==> config.mk <==
export PLATFORM = sky130hd
export DESIGN_NAME = boot_mirror_sel
export DESIGN_NICKNAME = d
export VERILOG_FILES = /design/src/rtl/bmirror_pkg.sv /design/src/rtl/evt_fall_det.sv /design/src/rtl/strap_latch.sv /design/src/rtl/cs_route.sv /design/src/rtl/boot_mirror_sel.sv
export SDC_FILE = /design/constraint.sdc
export NUM_CORES = 1
export LEC_CHECK = 0
export ABC_CLOCK_PERIOD_IN_PS = 1230
export BUFFER_PORTS_ARGS = -buffer_cell sky130_fd_sc_hd__clkbuf_2
export CAP_MARGIN = 25
export CORE_AREA = 2 2 39 41
export DETAILED_ROUTE_END_ITERATION = 8
export DIE_AREA = 0 0 41 43
export PLACE_DENSITY = 0.53
export SKIP_CTS_REPAIR_TIMING = 1
export SYNTH_ARGS = -nofsm -noshare
export SYNTH_HDL_FRONTEND = slang
export SYNTH_HIERARCHICAL = 1
export SYNTH_SLANG_ARGS = --single-unit
==> constraint.sdc <==
create_clock -name clk -period 1.23 [get_ports clk]
set_input_delay 0.0615 -clock clk [delete_from_list [all_inputs] [get_ports clk]]
set_output_delay 0.0615 -clock clk [all_outputs]
set_load 0.05 [all_outputs]
==> src/rtl/bmirror_pkg.sv <==
package bmirror_pkg;
  typedef enum logic {
    SRC_BOARD = 1'b0,
    SRC_CARD  = 1'b1
  } boot_src_e;

  typedef struct packed {
    logic cs0_n;
    logic cs2_n;
    logic cs3_n;
  } cpu_cs_t;

  localparam int EVT_HARD    = 0;
  localparam int EVT_SLEEP   = 1;
  localparam int N_LATCH_EVT = 2;
endpackage

==> src/rtl/evt_fall_det.sv <==
module evt_fall_det #(
  parameter int W = 2
) (
  input  logic         clk,
  input  logic         rst,
  input  logic [W-1:0] lvl,
  output logic [W-1:0] fall
);
  logic [W-1:0] prev_q;

  for (genvar i = 0; i < W; i++) begin : g_bit
    always_ff @(posedge clk) begin
      if (rst) prev_q[i] <= 1'b0;
      else     prev_q[i] <= lvl[i];
    end
    assign fall[i] = prev_q[i] & ~lvl[i];
  end
endmodule

==> src/rtl/strap_latch.sv <==
module strap_latch
  import bmirror_pkg::*;
#(
  parameter logic BOARD_WIDE = 1'b1
) (
  input  logic                   clk,
  input  logic                   rst,
  input  logic [N_LATCH_EVT-1:0] fall,
  input  logic                   card_boot_n,
  input  logic                   card_wide,
  input  logic                   card_en,
  output logic                   mirror_d,
  output logic                   mirror_q,
  output logic                   wide_q
);
  logic take;
  logic pick_card;
  logic wide_d;

  // A hard-reset release forces the enable to 1, so the strap decides alone.
  assign take      = |fall;
  assign pick_card = ~card_boot_n & (fall[EVT_HARD] | card_en);
  assign mirror_d  = take ? pick_card : mirror_q;
  assign wide_d    = take ? (pick_card ? card_wide : BOARD_WIDE) : wide_q;

  always_ff @(posedge clk) begin
    if (rst) begin
      mirror_q <= SRC_BOARD;
      wide_q   <= BOARD_WIDE;
    end else begin
      mirror_q <= mirror_d;
      wide_q   <= wide_d;
    end
  end

  p_hard_pick_r2: assert property (@(posedge clk) disable iff (rst)
    fall[EVT_HARD] |=> (mirror_q == !$past(card_boot_n)));

  p_hold_r4: assert property (@(posedge clk) disable iff (rst)
    !(|fall) |=> ($stable(mirror_q) && $stable(wide_q)));

  p_board_width_r7: assert property (@(posedge clk) disable iff (rst)
    (mirror_q == SRC_BOARD) |-> (wide_q == BOARD_WIDE));
endmodule

==> src/rtl/cs_route.sv <==
module cs_route
  import bmirror_pkg::*;
(
  input  logic    clk,
  input  logic    rst,
  input  cpu_cs_t cs,
  input  logic    quiet,
  input  logic    card_en,
  input  logic    mirror,
  output logic    board_cs1_n,
  output logic    card_cs2_n,
  output logic    card_cs3_n
);
  logic b1_d, c2_d, c3_d;

  assign b1_d = ~(quiet & ~cs.cs0_n & (mirror == SRC_BOARD));
  assign c2_d = ~(card_en & quiet & (~cs.cs2_n | (~cs.cs0_n & (mirror == SRC_CARD))));
  assign c3_d = ~(quiet & ~cs.cs3_n);

  always_ff @(posedge clk) begin
    if (rst) begin
      board_cs1_n <= 1'b1;
      card_cs2_n  <= 1'b1;
      card_cs3_n  <= 1'b1;
    end else begin
      board_cs1_n <= b1_d;
      card_cs2_n  <= c2_d;
      card_cs3_n  <= c3_d;
    end
  end

  p_card_off_r5: assert property (@(posedge clk) disable iff (rst)
    !card_en |=> card_cs2_n);

  p_quiet_r9: assert property (@(posedge clk) disable iff (rst)
    !quiet |=> (card_cs2_n && board_cs1_n && card_cs3_n));

  p_pass3_r8: assert property (@(posedge clk) disable iff (rst)
    quiet |=> (card_cs3_n == $past(cs.cs3_n)));
endmodule

==> src/rtl/boot_mirror_sel.sv <==
module boot_mirror_sel
  import bmirror_pkg::*;
#(
  parameter logic BOARD_WIDE = 1'b1
) (
  input  logic clk,
  input  logic rst,
  input  logic cs0_n,
  input  logic cs2_n,
  input  logic cs3_n,
  input  logic hard_rst,
  input  logic soft_rst,
  input  logic wdog_rst,
  input  logic sleep_on,
  input  logic card_boot_n,
  input  logic card_wide,
  input  logic card_en,
  output logic mirror_card,
  output logic board_cs1_n,
  output logic card_cs2_n,
  output logic card_cs3_n,
  output logic boot_wide
);
  logic [N_LATCH_EVT-1:0] evt_lvl;
  logic [N_LATCH_EVT-1:0] evt_fall;
  logic                   mirror_d;
  logic                   quiet;
  cpu_cs_t                cs;

  assign evt_lvl[EVT_HARD]  = hard_rst;
  assign evt_lvl[EVT_SLEEP] = sleep_on;
  assign quiet = ~(hard_rst | soft_rst | wdog_rst | sleep_on);
  assign cs    = '{cs0_n: cs0_n, cs2_n: cs2_n, cs3_n: cs3_n};

  evt_fall_det #(.W(N_LATCH_EVT)) u_fall (
    .clk  (clk),
    .rst  (rst),
    .lvl  (evt_lvl),
    .fall (evt_fall)
  );

  strap_latch #(.BOARD_WIDE(BOARD_WIDE)) u_latch (
    .clk         (clk),
    .rst         (rst),
    .fall        (evt_fall),
    .card_boot_n (card_boot_n),
    .card_wide   (card_wide),
    .card_en     (card_en),
    .mirror_d    (mirror_d),
    .mirror_q    (mirror_card),
    .wide_q      (boot_wide)
  );

  cs_route u_route (
    .clk         (clk),
    .rst         (rst),
    .cs          (cs),
    .quiet       (quiet),
    .card_en     (card_en),
    .mirror      (mirror_d),
    .board_cs1_n (board_cs1_n),
    .card_cs2_n  (card_cs2_n),
    .card_cs3_n  (card_cs3_n)
  );

  p_board_excl_r6: assert property (@(posedge clk) disable iff (rst)
    !board_cs1_n |-> !mirror_card);
endmodule

# After elaboration in Yosys (flattened, before gate mapping)
# Index checks and enable logic that the tools add are counted.
# word_totals
wordCells	35
ff_bits	7
out_inout_bits	5
input_bits	12
# classes
n_mux	2
bitwise	25
n_reduce_logical	1
# op_table
operator	n
$not A1 Y1	11
$and A1 B1 Y1	9
$or A1 B1 Y1	5
$mux W1	2
$reduce_or A2 Y1	1

# Depth between registers and ports, before layout
# depth
word_depth	9
depth_mapped	5
mapped_depth_nobuf	5

# Hierarchy
# The synthesis kept the hierarchy.
# by_module_without_submodules
module	cells_each	area_per_inst_um2	n_inst	seq_area_each_um2
cs_route	8	100.1	1	60.1
strap_latch	10	93.8	1	40.0
evt_fall_det	6	67.6	1	40.0
boot_mirror_sel	1	12.5	1	0.0

# Worst setup path after synthesis
# OpenSTA, ideal clock, no wires.
# synth_path
kind	register to register
start	register u_fall.prev_q[1]
end	register u_route.board_cs1_n
path_buffers	0
period_less_slack_ps	1308
path_stages_with_launch	5
arrival_ps	1174
setup_ps	135
setup_slack_ps	-78
t_required_ps	1095
path_cell_list	dfxtp_1 > nor2b_1 > a21oi_1 > o2bb2ai_1 > or4b_1
# synth_via
elab_chain_cells	6
# synth_rtl
item	line_no	text
start, declared	evt_fall_det.sv:9	logic [W-1:0] prev_q;
start signal, assigned by index	evt_fall_det.sv:14	else prev_q[i] <= lvl[i];
$and A1 B1 Y1	evt_fall_det.sv:16	assign fall[i] = prev_q[i] & ~lvl[i];
named net evt_fall[1]	boot_mirror_sel.sv:25	logic [N_LATCH_EVT-1:0] evt_fall;
$reduce_or A2 Y1	strap_latch.sv:21	assign take = |fall;
$mux W1	strap_latch.sv:23	assign mirror_d = take ? pick_card : mirror_q;
named net mirror_d	boot_mirror_sel.sv:26	logic mirror_d;
$not A1 Y1	cs_route.sv:16	assign b1_d = ~(quiet & ~cs.cs0_n & (mirror == SRC_BOARD));
$and A1 B1 Y1	cs_route.sv:16	
$not A1 Y1	cs_route.sv:16	
end signal, assigned	cs_route.sv:22	board_cs1_n <= 1'b1;
end signal, assigned	cs_route.sv:26	board_cs1_n <= b1_d;
end, declared	cs_route.sv:10	output logic board_cs1_n,
# The timed path passes the listed nets, and every way through them passes these cells.
# A chain may end at the register's enable or synchronous reset.

# Worst setup path after layout
# layout_path
start	register u_fall.prev_q[0]
end	register u_route.board_cs1_n
# layout_via
elab_chain_cells	7
elab_cells_between_ends	8
classes_between	mux: 1; bitwise: 6; reduce/logical: 1
# layout_rtl
item	line_no	text
$and A1 B1 Y1 *	evt_fall_det.sv:16	
named net evt_fall[0]	boot_mirror_sel.sv:25	
$or A1 B1 Y1	strap_latch.sv:22	assign pick_card = ~card_boot_n & (fall[EVT_HARD] | card_en);
$and A1 B1 Y1	strap_latch.sv:22	
$mux W1 *	strap_latch.sv:23	
named net mirror_d	boot_mirror_sel.sv:26	
$not A1 Y1 *	cs_route.sv:16	
$and A1 B1 Y1 *	cs_route.sv:16	
$not A1 Y1 *	cs_route.sv:16	
# The timed path passes the listed nets; every way through them passes the cells marked *.

==> results.sh <==
export IMPL_endpoint_kind="flop"
export IMPL_start_kind="flop"
export IMPL_diodes=0
export IMPL_grt_usage=0.09438
export IMPL_final_cells=62
export IMPL_r2r_cells=4
export IMPL_slew_headroom=0.8016
export IMPL_grt_pass1_wl_um=1014
export IMPL_area_delta_synth_final_pct=59.82
export IMPL_crit_arrival_ns=1.35
export IMPL_synth_ff_type="dfxtp_1"
export IMPL_die_y_um=43
export IMPL_fp_dieW_um=41
export IMPL_drtIter0Drc=0
export IMPL_finalPower_mw=0.5215
export IMPL_clk_path_buf_depth=2
export IMPL_yosys_area_share_adder=0
export IMPL_clkTransAtPathRegs_ns=0.06
export IMPL_worstSetupPathType="flop to flop"
export IMPL_fin_crit_ns=1.219
export IMPL_final_hold_viol_count=0
export IMPL_synth_compound_area_frac=0.1370
export IMPL_vdd_drop_max_v=0.0003921
export IMPL_rr_startpoint="u_fall/prev_q[0]"
export IMPL_synth_nets=37
export IMPL_internal_power_mw=0.3922
export IMPL_stdcell_area_um2=437.9
export IMPL_hold_start="cs0_n"
export IMPL_power_switching_mw=0.1294
export IMPL_finClkSkew_ns=0.01129
export IMPL_start_util=0.1980
export IMPL_power_switching_share=0.2480
export IMPL_slew_violations=0
export IMPL_synthSimpleGateAreaFrac=0.3516
export IMPL_ys_warn_count=6
export IMPL_fp_dieArea_um2=1763
export IMPL_status="finished clean"
export IMPL_synth_mux_area_frac=0
export IMPL_cts_sinks=7
export IMPL_holdPathEnd="u_route/board_cs1_n"
export IMPL_setup_viol=0
export IMPL_seq_power_share=0.455
export IMPL_dpl_cell_count=58
export IMPL_synthTopCellsByArea="dfxtp_1, or4b_1, nor2b_1"
export IMPL_numCtsBuffers=3
export IMPL_yosys_cell_types_count=15
export IMPL_hp_class="input pin to flop"
export IMPL_synth_edf_count=0
export IMPL_io_pins=17
export IMPL_avgRoutedWirePerCell_um=9.839
export IMPL_synth_seq_area_share=0.5114
export IMPL_yosysMostFrequentCell="dfxtp_1"
export IMPL_grt_pass1_vias=276
export IMPL_yosys_area_share_xor_xnor=0
export IMPL_whs_ns=0.002929
export IMPL_worst_pin_slew_ns=0.2951
export IMPL_drc=0
export IMPL_synth_top_cells_by_count="dfxtp_1, nor2b_1, nor2_1, or4b_1"
export IMPL_final_util=0.3165
export IMPL_nFillCells=155
export IMPL_synth_cells=25
export IMPL_gr_total_overflow=0
export IMPL_grt_max_degree=10
export IMPL_dp_hpwl_um=494.8
export IMPL_nets=59
export IMPL_clock_fmax_ghz=0.8201
export IMPL_antenna_left=0
export IMPL_num_vias=264
export IMPL_ys_ff_latch=7
export IMPL_antenna_found_initial=0
export IMPL_period_share=0.9914
export IMPL_root_buffer="clkbuf_4"
export IMPL_holdPathStages=2
export IMPL_comb_power_share=0.136
export IMPL_leakagePower_nw=0.1791
export IMPL_pwr_share_clk=0.409
export IMPL_r2r_slack_ns=0.01
export IMPL_drive_gt1_frac=0.6522
export IMPL_avgSynthCellArea_um2=10.96
export IMPL_setup_slack_ns=0.01056
export IMPL_drt_first_pass_iters=1
export IMPL_rsz0062_at_grt="true"
export IMPL_drv_cap=0
export IMPL_dpl_worst_slack_ns=-0.01907
export IMPL_synth_top_family_by_area="simple AND/OR/NAND/NOR gates"
export IMPL_crit_path_max_fanout=3
export IMPL_power_density_nw_per_um2=1191
export IMPL_crit_required_ns=1.37
export IMPL_clock_latency_ns=0.26
export IMPL_synth_area_um2=274.0
export IMPL_htree_levels=1
export IMPL_io_buffers=16
export IMPL_place_area_um2=401.6
export IMPL_setup_tns_ns=0
export IMPL_synth_top_area_cell="dfxtp_1"
export IMPL_timing_rr_end="u_route/board_cs1_n"
export IMPL_rows=14
export IMPL_cts_tree="yes"
export IMPL_yosysTopAreaCellShare=0.5114
export IMPL_routed_via_density=4.258
export IMPL_core_area_um2=1384
export IMPL_place_congestion=0.7219
export IMPL_wl_um=610
export IMPL_async_flop_share=0
-- power groups by stage --
stage	combinational [mW]	clock [mW]	sequential, mW
final	0.0712	0.213	0.237
after global routing	0.0776	0.228	0.238
after CTS	0.0693	0.220	0.237
after detailed placement	0.0691	0	0.242
after global placement	0.0689	0	0.241
after floorplan	0.0226	0	0.252
-- state kept, by name (all words and copies together), names as in the netlist --
register             count
u_fall/prev_q            2
u_latch/mirror_q         1
u_latch/wide_q           1
u_route/board_cs1_n      1
u_route/card_cs2_n       1
u_route/card_cs3_n       1
-- critical path: stages (launching register included) --
cell,delay (ns)
dfxtp_2,0.31
nor2b_4,0.13
a21oi_2,0.14
o2bb2ai_2,0.07
or4b_1,0.45
-- final cells by class --
class | count | area [µm²] | share of cell area
clock buffer | 4 | 26.28 | 0.06000
multi-input combinational | 18 | 161.4 | 0.3686
sequential | 7 | 142.6 | 0.3257
tap | 16 | 20.02 | 0.04571
timing repair buffer | 17 | 87.58 | 0.2000
-- cells in the final DEF (no fill, tap or decap) --
master / instances
dfxtp_1: 5
nor2_2: 1
clkbuf_2: 16
clkbuf_1: 1
nor2b_4: 2
or3_1: 1
o2bb2ai_2: 1
nand2b_1: 1
buf_4: 1
nor2b_2: 1
a2bb2oi_1: 1
nand3b_1: 1
or4b_1: 2
o31ai_1: 1
a21oi_2: 1
clkbuf_4: 3
or3b_2: 1
nor2_1: 1
a21o_1: 1
nor2b_1: 1
nor4_2: 1
dfxtp_2: 2
-- how the worst max path moves through the flow --
| stage | from | endpoint | cells past startpoint |
|---|---|---|---|
| after detailed placement | u_fall/prev_q[1] | u_route/board_cs1_n | 4 |
| after floorplan | u_fall/prev_q[1] | u_route/board_cs1_n | 4 |
| after CTS | u_fall/prev_q[0] | u_route/board_cs1_n | 4 |
| final | u_fall/prev_q[0] | u_route/board_cs1_n | 4 |
| after global routing | u_fall/prev_q[0] | u_route/board_cs1_n | 4 |
| after global placement | u_fall/prev_q[1] | u_route/board_cs1_n | 4 |
-- logic make-up after synthesis --
logic type         Yosys count
AOI/OAI and AO/OA            5
DFF                          7
and+or+nand+nor             13
-- per-layer routing --
layer | vias up | track usage | wire (µm)
li1 | 133 | - | -
met1 | 118 | 0.08039 | 254
met2 | 9 | 0.1406 | 279
met3 | 4 | 0.04712 | 47
met4 | 0 | 0.1000 | 29
met5 | - | 0 | 0
(Power assumes the default switching activity.)
